File: src/rtl/rcc_pkg.sv
package rcc_pkg;
   localparam int unsigned FLAG_W        = 32;
   localparam int unsigned BIT_PWR_ON    = 31;
   localparam int unsigned BIT_SOFT_PWR  = 30;
   localparam int unsigned BIT_SOFT_EXT  = 29;
   localparam int unsigned BIT_BTN_PWR   = 28;
   localparam int unsigned BIT_BTN_EXT   = 27;

   localparam logic [FLAG_W-1:0] KEEP_MASK  = 32'hF800_0000;
   localparam logic [FLAG_W-1:0] CLR1_MASK  = 32'h9800_0000;
   localparam logic [FLAG_W-1:0] SET1_MASK  = 32'h6000_0000;
   localparam logic [FLAG_W-1:0] PWR_ON_VAL = 32'h8000_0000;

   typedef enum logic [1:0] {
      BIT_UNUSED = 2'd0,
      BIT_W1C    = 2'd1,
      BIT_W1S    = 2'd2
   } bit_kind_e;

   function automatic bit_kind_e kind_of(input int unsigned idx);
      if (idx < FLAG_W && CLR1_MASK[idx]) return BIT_W1C;
      if (idx < FLAG_W && SET1_MASK[idx]) return BIT_W1S;
      return BIT_UNUSED;
   endfunction
endpackage

File: src/rtl/rcc_decode.sv
module rcc_decode #(
   parameter int unsigned ADDR_W    = 16,
   parameter logic [ADDR_W-1:0] BASE_ADDR = 16'hF020
) (
   input  logic [ADDR_W-1:0] addr,
   output logic              hit
);
   localparam int unsigned WORD_LSB = 3;

   if (ADDR_W <= WORD_LSB) begin : g_bad_width
      $error("rcc_decode: ADDR_W too small");
   end
   if (BASE_ADDR[WORD_LSB-1:0] != '0) begin : g_bad_base
      $error("rcc_decode: BASE_ADDR must be 8-byte aligned");
   end

   always_comb begin
      hit = (addr[ADDR_W-1:WORD_LSB] == BASE_ADDR[ADDR_W-1:WORD_LSB]) && addr[2];
   end
endmodule

File: src/rtl/rcc_store.sv
module rcc_store
   import rcc_pkg::*;
#(
   parameter int unsigned DATA_W = 32
) (
   input  logic              clk,
   input  logic              rst_n,
   input  logic              wr_hit,
   input  logic [DATA_W-1:0] wr_data,
   input  logic              rst_done,
   output logic [DATA_W-1:0] cause_q,
   output logic              arm_q
);
   if (DATA_W < FLAG_W) begin : g_bad_width
      $error("rcc_store: DATA_W must be at least 32");
   end

   localparam logic [DATA_W-1:0] LOAD_VAL = DATA_W'(PWR_ON_VAL);
   localparam logic [DATA_W-1:0] KEEP     = DATA_W'(KEEP_MASK);

   logic [DATA_W-1:0] wv;
   logic [DATA_W-1:0] upd;
   logic              take_wr;

   assign wv      = wr_data & KEEP;
   assign take_wr = wr_hit && !rst_done;

   for (genvar i = 0; i < DATA_W; i++) begin : g_bit
      if (kind_of(i) == BIT_W1C) begin : g_w1c
         assign upd[i] = cause_q[i] & ~wv[i];
      end else if (kind_of(i) == BIT_W1S) begin : g_w1s
         assign upd[i] = cause_q[i] | wv[i];
      end else begin : g_zero
         assign upd[i] = 1'b0;
      end
   end

   always_ff @(posedge clk or negedge rst_n) begin
      if (!rst_n) begin
         cause_q <= LOAD_VAL;
         arm_q   <= 1'b0;
      end else if (rst_done) begin
         if (arm_q) cause_q <= LOAD_VAL;
         arm_q <= 1'b0;
      end else if (take_wr) begin
         cause_q <= upd;
         if (wv[BIT_SOFT_PWR]) arm_q <= 1'b1;
      end
   end

   assert_arm_load_R6: assert property (@(posedge clk) disable iff (!rst_n)
      (rst_done && arm_q) |=> (cause_q == LOAD_VAL));
   assert_done_hold_R8: assert property (@(posedge clk) disable iff (!rst_n)
      (rst_done && !arm_q) |=> $stable(cause_q));
   assert_arm_set_R6: assert property (@(posedge clk) disable iff (!rst_n)
      (wr_hit && !rst_done && wr_data[BIT_SOFT_PWR]) |=> arm_q);
   assert_idle_hold_R10: assert property (@(posedge clk) disable iff (!rst_n)
      (!wr_hit && !rst_done) |=> $stable(cause_q));
   assert_w1c_R3: assert property (@(posedge clk) disable iff (!rst_n)
      (wr_hit && !rst_done && wr_data[BIT_PWR_ON]) |=> !cause_q[BIT_PWR_ON]);
   assert_w1s_R4: assert property (@(posedge clk) disable iff (!rst_n)
      (wr_hit && !rst_done && wr_data[BIT_SOFT_EXT]) |=> cause_q[BIT_SOFT_EXT]);
   assert_busy_ignore_R9: assert property (@(posedge clk) disable iff (!rst_n)
      (rst_done && !arm_q && wr_hit) |=> !arm_q);
endmodule

File: src/rtl/rcc_req.sv
module rcc_req
   import rcc_pkg::*;
#(
   parameter int unsigned DATA_W = 32
) (
   input  logic              clk,
   input  logic              rst_n,
   input  logic              wr_hit,
   input  logic [DATA_W-1:0] wr_data,
   input  logic              rst_done,
   output logic              req_q
);
   logic ask;

   assign ask = wr_hit && !rst_done &&
                (wr_data[BIT_SOFT_PWR] || wr_data[BIT_SOFT_EXT]);

   always_ff @(posedge clk or negedge rst_n) begin
      if (!rst_n) req_q <= 1'b0;
      else        req_q <= ask;
   end

   assert_req_cause_R7: assert property (@(posedge clk) disable iff (!rst_n)
      $rose(req_q) |-> $past(wr_hit && !rst_done));
   assert_req_drop_R6: assert property (@(posedge clk) disable iff (!rst_n)
      (req_q && !wr_hit) |=> !req_q);
endmodule

File: src/rtl/rst_cause_ctrl.sv
module rst_cause_ctrl #(
   parameter int unsigned ADDR_W = 16,
   parameter int unsigned DATA_W = 32,
   parameter logic [ADDR_W-1:0] BASE_ADDR = 16'hF020
) (
   input  logic              clk,
   input  logic              rst_n,
   input  logic [ADDR_W-1:0] reg_addr,
   input  logic              reg_wr_en,
   input  logic [DATA_W-1:0] reg_wr_data,
   output logic [DATA_W-1:0] reg_rd_data,
   input  logic              sys_reset_done,
   output logic              sys_reset_req
);
   logic              hit;
   logic              wr_hit;
   logic [DATA_W-1:0] cause_q;
   logic              arm_q;

   rcc_decode #(.ADDR_W(ADDR_W), .BASE_ADDR(BASE_ADDR)) u_decode (
      .addr (reg_addr),
      .hit  (hit)
   );

   assign wr_hit = reg_wr_en && hit;

   rcc_store #(.DATA_W(DATA_W)) u_store (
      .clk      (clk),
      .rst_n    (rst_n),
      .wr_hit   (wr_hit),
      .wr_data  (reg_wr_data),
      .rst_done (sys_reset_done),
      .cause_q  (cause_q),
      .arm_q    (arm_q)
   );

   rcc_req #(.DATA_W(DATA_W)) u_req (
      .clk      (clk),
      .rst_n    (rst_n),
      .wr_hit   (wr_hit),
      .wr_data  (reg_wr_data),
      .rst_done (sys_reset_done),
      .req_q    (sys_reset_req)
   );

   assign reg_rd_data = hit ? cause_q : '0;

   assert_low_zero_R5: assert property (@(posedge clk) disable iff (!rst_n)
      reg_rd_data[26:0] == '0);
   assert_miss_ignore_R2: assert property (@(posedge clk) disable iff (!rst_n)
      (reg_wr_en && !hit && !sys_reset_done) |=> !sys_reset_req);
endmodule

File: config.mk
export PLATFORM = sky130hd
export DESIGN_NAME = rst_cause_ctrl
export DESIGN_NICKNAME = d
export VERILOG_FILES = /design/src/rtl/rcc_pkg.sv /design/src/rtl/rcc_decode.sv /design/src/rtl/rcc_store.sv /design/src/rtl/rcc_req.sv /design/src/rtl/rst_cause_ctrl.sv
export SDC_FILE = /design/constraint.sdc
export NUM_CORES = 1
export LEC_CHECK = 0
export BUFFER_PORTS_ARGS = -buffer_cell sky130_fd_sc_hd__buf_4
export CORE_ASPECT_RATIO = 0.8
export CORE_MARGIN = 3
export CORE_UTILIZATION = 32
export CTS_BUF_LIST = sky130_fd_sc_hd__clkbuf_4 sky130_fd_sc_hd__clkbuf_8
export CTS_CLUSTER_SIZE = 10
export DETAILED_ROUTE_END_ITERATION = 16
export PLACE_DENSITY_LB_ADDON = 0.3
export SYNTH_ARGS = -nofsm -noshare
export SYNTH_HDL_FRONTEND = slang
export SYNTH_SLANG_ARGS = --single-unit
File: constraint.sdc
create_clock -name clk -period 3.2 [get_ports clk]
set_input_delay 0.16 -clock clk [delete_from_list [all_inputs] [get_ports clk]]
set_output_delay 0.16 -clock clk [all_outputs]
set_load 0.1 [all_outputs]
**Yosys cells after proc, flatten, opt, wreduce, memory -nomap -nowiden**

Cells that the tools add are included.

- Equal/unequal tests: 2
- Muxes and demuxes: 7
- Bitwise operators: 8
- Reductions and logical operators: 10

Operators with widths:

| operator | count |
|---|---|
| $mux W32 | 4 |
| $eq A13 B13 Y1 const B | 1 |
| $logic_and A1 B1 Y1 | 4 |
| $reduce_and A2 Y1 | 2 |
| $reduce_bool A2 Y1 | 2 |
| $and A1 B1 Y1 | 3 |
| $mux W1 | 3 |
| $not A1 Y1 | 3 |
| $ne A2 B1 Y1 const B | 1 |
| $or A1 B1 Y1 | 2 |
| $logic_not A1 Y1 | 1 |
| $logic_or A1 B1 Y1 | 1 |

- Bits in registers: 34
- Bits of input ports: 52
- Output and inout bits: 33
- Logic and storage cells: 30

**Logic depth before layout (Yosys ltp)**

Gate-level depths: netlist (run 1).

- Depth after elaboration: 6
- Gate-level depth with buffers: 3
- Mapped depth without buffers: 3

**Hierarchy**

Synthesis (run 1) repeated with hierarchy kept, for this count alone.

- Cell total of the unflattened synthesis: 92
- Area, all modules: 790.8 um^2

Modules (own cells, without submodules):

| module | times used | cells each | area each (um^2) | seq. area each (um^2) |
|---|---|---|---|---|
| rcc_store | 1 | 48 | 442.9 | 151.4 |
| rst_cause_ctrl | 1 | 36 | 262.8 | 0.0 |
| rcc_decode | 1 | 5 | 43.8 | 0.0 |
| rcc_req | 1 | 3 | 41.3 | 25.0 |

**Least setup slack after synthesis (run 1)**

Ideal clock, no wire load.

- Path type: in2out
- From: input port reg_addr[4]
- To: output port reg_rd_data[27]
- Arrival: 1.864 ns
- Required time: 3.040 ns
- Setup slack: 1.176 ns
- Stages on the path: 3
- Path buffers: 0
- Cell sequence: or4b_1 > nor4b_2 > and2_1

- Longest elaborated chain between the ends: 3

Ends and longest elaborated chain:

| item | RTL line | RTL |
|---|---|---|
| from (decl) | rst_cause_ctrl.sv:8 | `input logic [ADDR_W-1:0] reg_addr,` |
| $eq A13 B13 Y1 | rcc_decode.sv:18 | `hit = (addr[ADDR_W-1:WORD_LSB] == BASE_ADDR[ADDR_W-1:WORD_LSB]) && addr[2];` |
| $logic_and A1 B1 Y1 | rcc_decode.sv:18 |  |
| $mux W32 | rst_cause_ctrl.sv:46 | `assign reg_rd_data = hit ? cause_q : '0;` |
| to (decl) | rst_cause_ctrl.sv:11 | `output logic [DATA_W-1:0] reg_rd_data,` |

Every way passes these cells.

**Worst setup path in the final report (run 1)**

- From: input port reg_addr[4]
- To: output port reg_rd_data[31]

The elaborated chain is that of the path after synthesis.

==> summary.txt, run 1 <==
Run status
  – Status: finished, final reports clean

Clock network
  – CTS Hold Bufs: 1
  – TritonCTS Sinks: 7
  – Postcts setup bufs: 0
  – Bufs on Longest Clock Path: 2
  – Worst skew pair latency: 250 ps
  – Root Driver: clkbuf_4
  – Number of H-tree levels: 1
  – Post-cts resize count: 0
  – Total CTS buffers: 3
  – Worst-path clk slew: 50 ps
  – CTS tree: done

Final layout
  – Layout cells sized above 1: 39.6%
  – Ant diodes: 0
  – Register area: 176 um2
  – Post-Route Utilization: 48.4%
  – Area occupied by multi-input gates: 278 um2
  – Area delta synth->final: 30.4%
  – NumNets Final: 144
  – Fin cells: 112
  – Final-layout fill cell count: 163

Synth
  – Largest cells by area after synthesis: buf_4 (36%), dfrtp_1 (27%), and2_1 (5.6%)
  – Top-count cell post-synth: buf_4
  – Seq/Total Area, Yosys: 31.3%
  – Yosys reg bits: 7
  – Main synth FF type: dfrtp_1
  – Netlist cell types: 16
  – Yosys warns: 0
  – Synth Area per Inst: 9.54 um2
  – Yosys top cell area share: 36.0%
  – Commonest cells in the netlist: buf_4 (27), dfrtp_1 (6), and2_1 (5)
  – Ys async rst share: 100%
  – Post-synth EDFFs: 0
  – Cell count after synthesis: 59
  – Mapped cell area: 563 um2
  – Top cell type by total area after synthesis: buf_4

Die
  – Initial Utilization: 37.1%
  – Die X: 52.9 um
  – Die area: 0.00230 mm2
  – Die Ht: 43.5 um
  – I/O pin count: 85
  – Rows: 12
  – Core area: 0.00152 mm2

Detailed routing
  – Residual DRC count: 0
  – DR WL/cell: 10.4 um
  – Antenna Nets Post-Route: 0
  – Iter 0 DRT Violations: 3
  – Final wirelength: 1170 um
  – Via count: 439
  – Vias/cell: 3.92
  – Drt first pass iters: 4

Place
  – Dpl hpwl: 1050 um
  – DP Cell Count: 107
  – Port bufs: 28
  – Global placer's final weighted congestion: 0.702

STA
  – Minimum period implied by the final worst setup slack: 1920 ps
  – RSZ-0062 raised after global routing: no
  – Clk_skew: 3.57 ps
  – Fin Setup TNS: 0 ps
  – Final count of hold timing violations: 0
  – Final max-slew violation count: 0
  – Final Cycle Share: 60.1%
  – Final setup viols: 0
  – Fmax: 520 MHz

Setup path
  – Kind of critical path: input pin to output pin
  – Setup crit end kind: output pin
  – Max Fanout on Critical Path: 5
  – Critical path arrival: 1760 ps
  – Startpoint types: input pin
  – Required @ worst endpoint: 3040 ps

Power
  – Pleak: 0.000409 uW
  – Pwr Density: 466 mW/mm2
  – Peak VDD IR: 0.200 mV

Global route
  – Initial antenna violation count: 0
  – Tot GR Track Use: 10.8%
  – Number of global-route vias before repair: 415
  – First-pass GRT wire length: 1740 um
  – Pin count of the biggest net entering global routing: 8
  – Remaining Overflow, GRT: 0

Job
  – Max-Cap Viols: 0

Hold path
  – HP Class: input pin to flop
-- kinds of logic (layout without fill, tap and decap cells) --
logic type | count (synthesis) | after routing | share of synthesized area (%)
AO/OA/AOI/OAI | 8 | 8 | 9.56
buffers and inverters | 28 | 34 | 36.7
flip-flops | 7 | 7 | 31.3
other | 1 | 27 | 0.666
AND/OR/NAND/NOR | 15 | 15 | 21.8
-- flip-flops by register name (all words and copies together) (netlist names) --
signal and cells:
u_store.arm_q 1, u_req.req_q 1, u_store.cause_q 5
-- metal layers --
| layer | up-vias | track usage, % | part of all wire (%) |
|---|---|---|---|
| met5 | - | 0 | 0 |
| met2 | 22 | 20.3 | 60 |
| met3 | 0 | 7.22 | 9.8 |
| li1 | 212 | - | - |
| met1 | 205 | 9.58 | 30 |
| met4 | 0 | 1.53 | 0 |
-- area by class of cell --
class                           count  share of cell area, %
Multi-Input combinational cell     50                   37.8
Timing Repair Buffer               29                   30.0
Sequential cell                     7                   24.0
Clock buffer                        4                   4.09
Tap cell                           21                   3.58
Inverter                            1                  0.511
-- worst paths after layout --
kind | slack [ps] | cells past startpoint | to | start
min in group asynchronous | 250 | 2 | u_store.cause_q[30] | rst_n
max in group asynchronous | 2740 | 2 | u_store.cause_q[31] | rst_n
max | 1280 | 5 | reg_rd_data[31] | reg_addr[4]
max reg2reg | 2410 | 2 | u_store.cause_q[29] | u_store.arm_q
min reg2reg | 490 | 1 | u_store.cause_q[29] | u_store.cause_q[29]
min | 40 | 2 | u_store.cause_q[31] | reg_wr_data[31]
-- per-stage QoR --
stage	total power (uW)	hold slack (ps)	cell area (um2)	setup WS, ps
floorplan	256	-136	661	1180
global placement	253	-24.5	694	1270
detailed placement	254	-23.4	694	1260
CTS	345	37.3	734	1260
global route	360	31.2	734	1140
finish	342	44.8	734	1280
-- power breakdown --
group | total (uW) | leakage, uW | internal [uW] | switching, uW
sequential | 88.8 | 0.0000942 | 88.8 | 0.0117
combinational | 165 | 0.000296 | 19.6 | 146
clock | 88.3 | 0.0000184 | 56.0 | 32.3
total | 342 | 0.000409 | 164 | 178
-- worst max-delay path, stage by stage --
cell and delay, ps:
buf_4 100, or4b_1 590, nor4b_2 420, and2_1 200
buf_4 290
-- cell usage in the layout (no fill, tap or decap), drive strengths merged, types with 3 or more instances in the layout --
| master | instances |
|---|---|
| a21oi | 4 |
| a22o | 3 |
| and2 | 5 |
| buf | 28 |
| clkbuf | 4 |
| conb | 27 |
| dfrtp | 6 |
| nand2 | 3 |
| or4b | 3 |
No activity file was read; power rests on OpenSTA's default activity.
==> run 2, diff against run 1 <==
Settings changed: ABC_AREA set to 1, CORE_UTILIZATION 32 to 31.
Clock period 3.2 ns to 1.9 ns, I/O delays scaled along.
==> summary.txt, run 2 <==
Synth
  – Yosys warns: 0 (unchanged)
  – Seq/Total Area, Yosys: 29.4% (-1.9 points)
  – Commonest cells in the netlist: buf_4 (27), inv_1 (13), nand2_1 (10)
  – Ys async rst share: 100% (unchanged)
  – Post-synth EDFFs: 0 (unchanged)
  – Mapped cell area: 599 um2 (+6.4%)
  – Netlist cell types: 16 (unchanged)
  – Cell count after synthesis: 80 (+36%)
  – Top-count cell post-synth: buf_4
  – Yosys reg bits: 7 (unchanged)
  – Largest cells by area after synthesis: buf_4 (34%), dfrtp_1 (25%), inv_1 (8.1%)
  – Synth Area per Inst: 7.49 um2 (-21%)
  – Main synth FF type: dfrtp_1
  – Top cell type by total area after synthesis: buf_4
  – Yosys top cell area share: 33.8% (-2.2 points)

Global route
  – GR Layer Usage met2: 12.0% (-8.3 points)
  – Initial antenna violation count: 0 (unchanged)
  – Met3 usage: 3.30% (-3.9 points)
  – Number of global-route vias before repair: 350 (-16%)
  – First-pass GRT wire length: 1340 um (-23%)
  – GR peak layer: met2
  – Met1 Usage GRT: 8.69% (-0.90 points)
  – Tot GR Track Use: 7.48% (-3.3 points)
  – Pin count of the biggest net entering global routing: 8 (unchanged)
  – Remaining Overflow, GRT: 0 (unchanged)

Die
  – Die Ht: 45.3 um (+4.1%)
  – Initial Utilization: 34.8% (-2.4 points)
  – Rows: 13 (+1)
  – Die X: 55.2 um (+4.3%)
  – I/O pin count: 85 (unchanged)
  – Core area: 0.00172 mm2 (+14%)
  – Die area: 0.00250 mm2 (+8.6%)

Setup path
  – Reg-to-Reg Start: u_store.arm_q
  – Crit. path cell count: 3 (-2)
  – R2R cell count: 3 (+1)
  – Worst path cell trace: inv_1 -> nor2_1 -> buf_4
  – Required @ worst endpoint: 1800 ps (-1240 ps)
  – Largest delay contributor family on the critical path: flip-flops
  – Critical path arrival: 1180 ps (-580 ps)
  – Worst setup endpoint: reg_rd_data[31]
  – RR Endpoint: u_store.cause_q[28]
  – Sum of buffers and inverters on the critical path: 2 (unchanged)
  – Max Fanout on Critical Path: 2 (-3)
  – Setup crit end kind: output pin
  – R2R setup slack: 1130 ps (-1280 ps)
  – Crit path launch: u_store.cause_q[31]
  – Slowest cell on crit path: dfstp_2
  – Max incr delay on CP: 520 ps (-70 ps)
  – Startpoint types: flop
  – Kind of critical path: flop to output pin

Power
  – Power Total: 593 uW (+73%)
  – Pleak: 0.000448 uW (+9.7%)
  – Pwr Density: 768 mW/mm2 (+65%)
  – Peak VDD IR: 0.326 mV (+63%)

Place
  – Global placer's final weighted congestion: 0.634 (-9.7%)
  – DP Cell Count: 129 (+21%)
  – Worst slack, placed: 628 ps (-634 ps)
  – Dpl hpwl: 926 um (-12%)
  – Port bufs: 28 (unchanged)

Job
  – Max-Cap Viols: 0 (unchanged)

STA
  – Final count of hold timing violations: 0 (unchanged)
  – Minimum period implied by the final worst setup slack: 1280 ps
  – Final setup viols: 0 (unchanged)
  – Final max-slew violation count: 0 (unchanged)
  – Final WS setup: 623 ps (-653 ps)
  – RSZ-0062 raised after global routing: no
  – Final Cycle Share: 67.2%
  – Fin Setup TNS: 0 ps (unchanged)
  – WHS: 33.1 ps (-11.7 ps)
  – Fmax: 783 MHz
  – Clk_skew: 0.127 ps (-3.44 ps)

Detailed routing
  – Drt first pass iters: 4 (unchanged)
  – Iter 0 DRT Violations: 2 (-1)
  – DR WL/cell: 7.70 um (-26%)
  – Final wirelength: 1030 um (-11%)
  – Residual DRC count: 0 (unchanged)
  – Vias/cell: 3.67 (-6.3%)
  – Antenna Nets Post-Route: 0 (unchanged)
  – Via count: 492 (+12%)

Run status
  – Status: finished, final reports clean

Clock network
  – Postcts setup bufs: 0 (unchanged)
  – Total CTS buffers: 3 (unchanged)
  – Bufs on Longest Clock Path: 2 (unchanged)
  – Root Driver: clkbuf_4
  – Number of H-tree levels: 1 (unchanged)
  – TritonCTS Sinks: 7 (unchanged)
  – Worst skew pair latency: 240 ps (about the same)
  – CTS tree: done
  – Worst-path clk slew: 50 ps (about the same)

Final layout
  – Most common cell after layout, fill and taps aside: buf_4
  – Layout cells sized above 1: 36.6% (-3.0 points)
  – Ant diodes: 0 (unchanged)
  – Area delta synth->final: 28.8%
  – NumNets Final: 165 (+15%)
  – Max reg flops: 5 (unchanged)
  – Biggest regs: u_store.cause_q (5), u_req.req_q (1), u_store.arm_q (1)
  – Reg with most FFs: u_store.cause_q
  – Fin cells: 134 (+20%)
  – Most frequent cells in the layout: buf_4 (28), conb_1 (27), inv_1 (13), nand2_1 (10), nor2_1 (9)

Hold path
  – Hold Startpoint: reg_wr_data[28]
  – HP Class: input pin to flop
==> run 2: timing repair <==
action                                 4_1_cts  5_1_grt
gates resized for setup                      0        0
hold buffers                                 1        0
endpoints found under the hold margin        7        0
setup endpoints to repair                    0        0
==> run 2: metrics by stage <==
stage	utilization, %	instance area, um2
floorplan	-	697
global placement	42.5	732
detailed placement	42.5	732
CTS	44.8	772
global route	44.8	772
finish	44.8	772
==> run 2: cells by family after synthesis <==
| family | after synthesis | share of synthesized area (%) |
|---|---|---|
| AO/OA/AOI/OAI | 5 | 5.22 |
| AND/OR/NAND/NOR | 27 | 22.8 |
| other | 1 | 0.626 |
| buffers and inverters | 40 | 42.0 |
| flip-flops | 7 | 29.4 |
==> run 2: where the power goes <==
part           leakage [uW]  total, uW  switching (uW)  internal, uW
sequential        0.0000889        159            1.84           157
combinational      0.000341        290             253          37.1
clock             0.0000184        144            49.8          94.1
total              0.000448        593             304           288
==> run 2: how the worst min path moves through the flow <==
stage,endpoint,slack [ps],cells after the start
floorplan,u_req.req_q,-200,0
global placement,u_store.cause_q[29],-90,1
detailed placement,u_store.cause_q[29],-90,1
CTS,u_store.cause_q[28],20,2
global route,u_store.cause_q[28],40,2
finish,u_store.cause_q[28],30,2
==> run 2: area by class of cell <==
type                            instances  area (um2)
Fill cell                             175         952
Multi-Input combinational cell         59         269
Timing Repair Buffer                   29         220
Sequential cell                         7         176
Inverter                               13        48.8
Clock buffer                            4        30.0
Tap cell                               22        27.5
==> run 2: per-layer routing <==
layer | wire [um] | share of wire, %
met1 | 399 | 39
met2 | 463 | 45
met3 | 170 | 16
met4 | 0 | 0
met5 | 0 | 0
==> run 3, diff against run 2 <==
Settings changed: ABC_AREA 1 to 0, CORE_UTILIZATION 31 to 30.
Clock period 1.9 ns to 1.29 ns, I/O delays scaled along.
==> summary.txt, run 3 (synthesis results as in run 1) <==
Setup path
  – Startpoint types: input pin
  – Kind of critical path: input pin to output pin
  – Slowest cell on crit path: or4b_4
  – Critical path arrival: 1480 ps (+300 ps)
  – Worst path cell trace: buf_6 -> or4b_4 -> nor4b_4 -> and2_4 -> buf_12
  – Max Fanout on Critical Path: 5 (+3)
  – Required @ worst endpoint: 1230 ps (-570 ps)
  – Max incr delay on CP: 540 ps (+20 ps)
  – Setup crit end kind: output pin

STA
  – RSZ-0062 raised after global routing: yes
  – Clk_skew: 2.41 ps (+2.28 ps)
  – Final Cycle Share: 120%
  – Fmax: 646 MHz
  – Final max-slew violation count: 0 (unchanged)
  – Final count of hold timing violations: 0 (unchanged)
  – Final setup viols: 5 (+5)
  – Minimum period implied by the final worst setup slack: 1550 ps
  – Final WS setup: -259 ps (-882 ps)

Detailed routing
  – Iter 0 DRT Violations: 2 (unchanged)
  – Drt first pass iters: 2 (-2)
  – Via count: 467 (-5.1%)
  – DR WL/cell: 10.7 um (+39%)
  – Vias/cell: 3.89 (+6.0%)
  – Residual DRC count: 0 (unchanged)
  – Antenna Nets Post-Route: 0 (unchanged)
  – Final wirelength: 1290 um (+25%)

Global route
  – Number of global-route vias before repair: 406 (+16%)
  – Remaining Overflow, GRT: 0 (unchanged)
  – Tot GR Track Use: 10.4% (+2.9 points)
  – Pin count of the biggest net entering global routing: 8 (unchanged)
  – First-pass GRT wire length: 1770 um (+32%)
  – Initial antenna violation count: 0 (unchanged)

Final layout
  – Area delta synth->final: 59.1%
  – Most frequent cells in the layout: conb_1 (27), buf_4 (23), dfrtp_1 (6), and2_4 (5), buf_12 (5)
  – Layout cells sized above 1: 46.9% (+10 points)
  – NumNets Final: 151 (-8.5%)
  – Ant diodes: 0 (unchanged)
  – Fin cells: 120 (-10%)
  – Most common cell after layout, fill and taps aside: conb_1
  – Max reg flops: 5 (unchanged)
  – Biggest regs: u_store.cause_q (5), u_req.req_q (1), u_store.arm_q (1)
  – Final-layout fill cell count: 154 (-12%)
  – Design area: 896 um2 (+16%)
  – Post-Route Utilization: 53.0% (+8.2 points)
  – Reg with most FFs: u_store.cause_q

Clock network
  – CTS tree: done
  – Worst skew pair latency: 260 ps (+20 ps)
  – Number of H-tree levels: 1 (unchanged)
  – TritonCTS Sinks: 7 (unchanged)
  – Postcts setup bufs: 0 (unchanged)
  – Root Driver: clkbuf_4
  – Total CTS buffers: 3 (unchanged)
  – Bufs on Longest Clock Path: 2 (unchanged)
  – Worst-path clk slew: 60 ps (about the same)

Power
  – Peak VDD IR: 0.670 mV (+110%)
  – Pleak: 0.000480 uW (+7.0%)
  – Power Total: 863 uW (+46%)
  – Pwr Density: 964 mW/mm2 (+25%)

Place
  – Global placer's final weighted congestion: 0.746 (+18%)
  – DP Cell Count: 112 (-13%)
  – Port bufs: 28 (unchanged)
  – Dpl hpwl: 1020 um (+11%)
  – Placed inst area: 751 um2 (+2.6%)
  – Worst slack, placed: -391 ps (-1020 ps)

Run status
  – Status: complete, but fails checks
  – Failing checks: setup timing

Die
  – Die Ht: 44.8 um (-1.3%)
  – Core area: 0.00169 mm2 (-1.9%)
  – I/O pin count: 85 (unchanged)
  – Die X: 54.4 um (-1.3%)
  – Die area: 0.00244 mm2 (-2.6%)
  – Rows: 13 (unchanged)
  – Initial Utilization: 33.3% (-1.5 points)

Job
  – Max-Cap Viols: 0 (unchanged)

Hold path
  – HP Class: input pin to flop
[run 3: changes by cell type in the layout (fill, tap and decap cells not counted), sizes merged, moves of 4 or more]
cell	previous run	this run
buf	28	32
nand3	4	0
and2	0	5
inv	13	1
nor2	12	1
nand2	11	3
[run 3: critical path, delay by kind of cell]
kind / cells / cell delay (ps)
buffers and inverters: 2 / 260
AND/OR/NAND/NOR: 3 / 1160
[run 3: repair_timing]
action,in CTS,in global routing
setup endpoints to repair,5,5
endpoints found under the hold margin,10,0
pin swaps,7,7
hold buffers,4,0
resized for setup,17,2
[run 3: per-stage QoR]
step,TNS (ps),hold slack (ps)
3_5_place_dp,-3350,-117
4_1_cts,-1350,9.69
2_1_floorplan,-620,-231
6_report,-1280,13.4
5_1_grt,-1630,13.7
3_3_place_gp,-3200,-118
[run 3: final cells by class]
class | instances | area [um2] | share of cell area [%]
Timing Repair Buffer | 36 | 358 | 39.9
Multi-Input combinational cell | 50 | 303 | 33.8
Sequential cell | 7 | 176 | 19.7
Tap cell | 22 | 27.5 | 3.07
Clock buffer | 3 | 22.5 | 2.51
Clock inverter | 1 | 5.00 | 0.559
Inverter | 1 | 3.75 | 0.419
[run 3: final timing paths]
kind | startpoint | slack (ps) | endpoint | depth (start not counted)
max in group asynchronous | rst_n | 920 | u_store.cause_q[31] | 2
hold reg to reg | u_store.cause_q[30] | 500 | u_store.cause_q[30] | 1
hold / removal | reg_wr_data[29] | 10 | u_req.req_q | 2
setup / recovery | reg_addr[6] | -260 | reg_rd_data[28] | 5
min in group asynchronous | rst_n | 160 | u_store.arm_q | 2
setup reg to reg | u_store.arm_q | 480 | u_store.cause_q[29] | 2
[run 3: routing by layer]
layer  vias up  global-route usage, %  part of all wire (%)
met5         -                      0                     0
met4         0                   4.48                   1.1
met3         3                   3.96                   9.2
met2        25                   17.7                    56
met1       217                   11.6                    34
li1        222                      -                     -
[run 3: where the power goes]
part / switching [uW] / internal, uW
combinational: 365 / 62.6
sequential: 0.0340 / 220
clock: 102 / 114
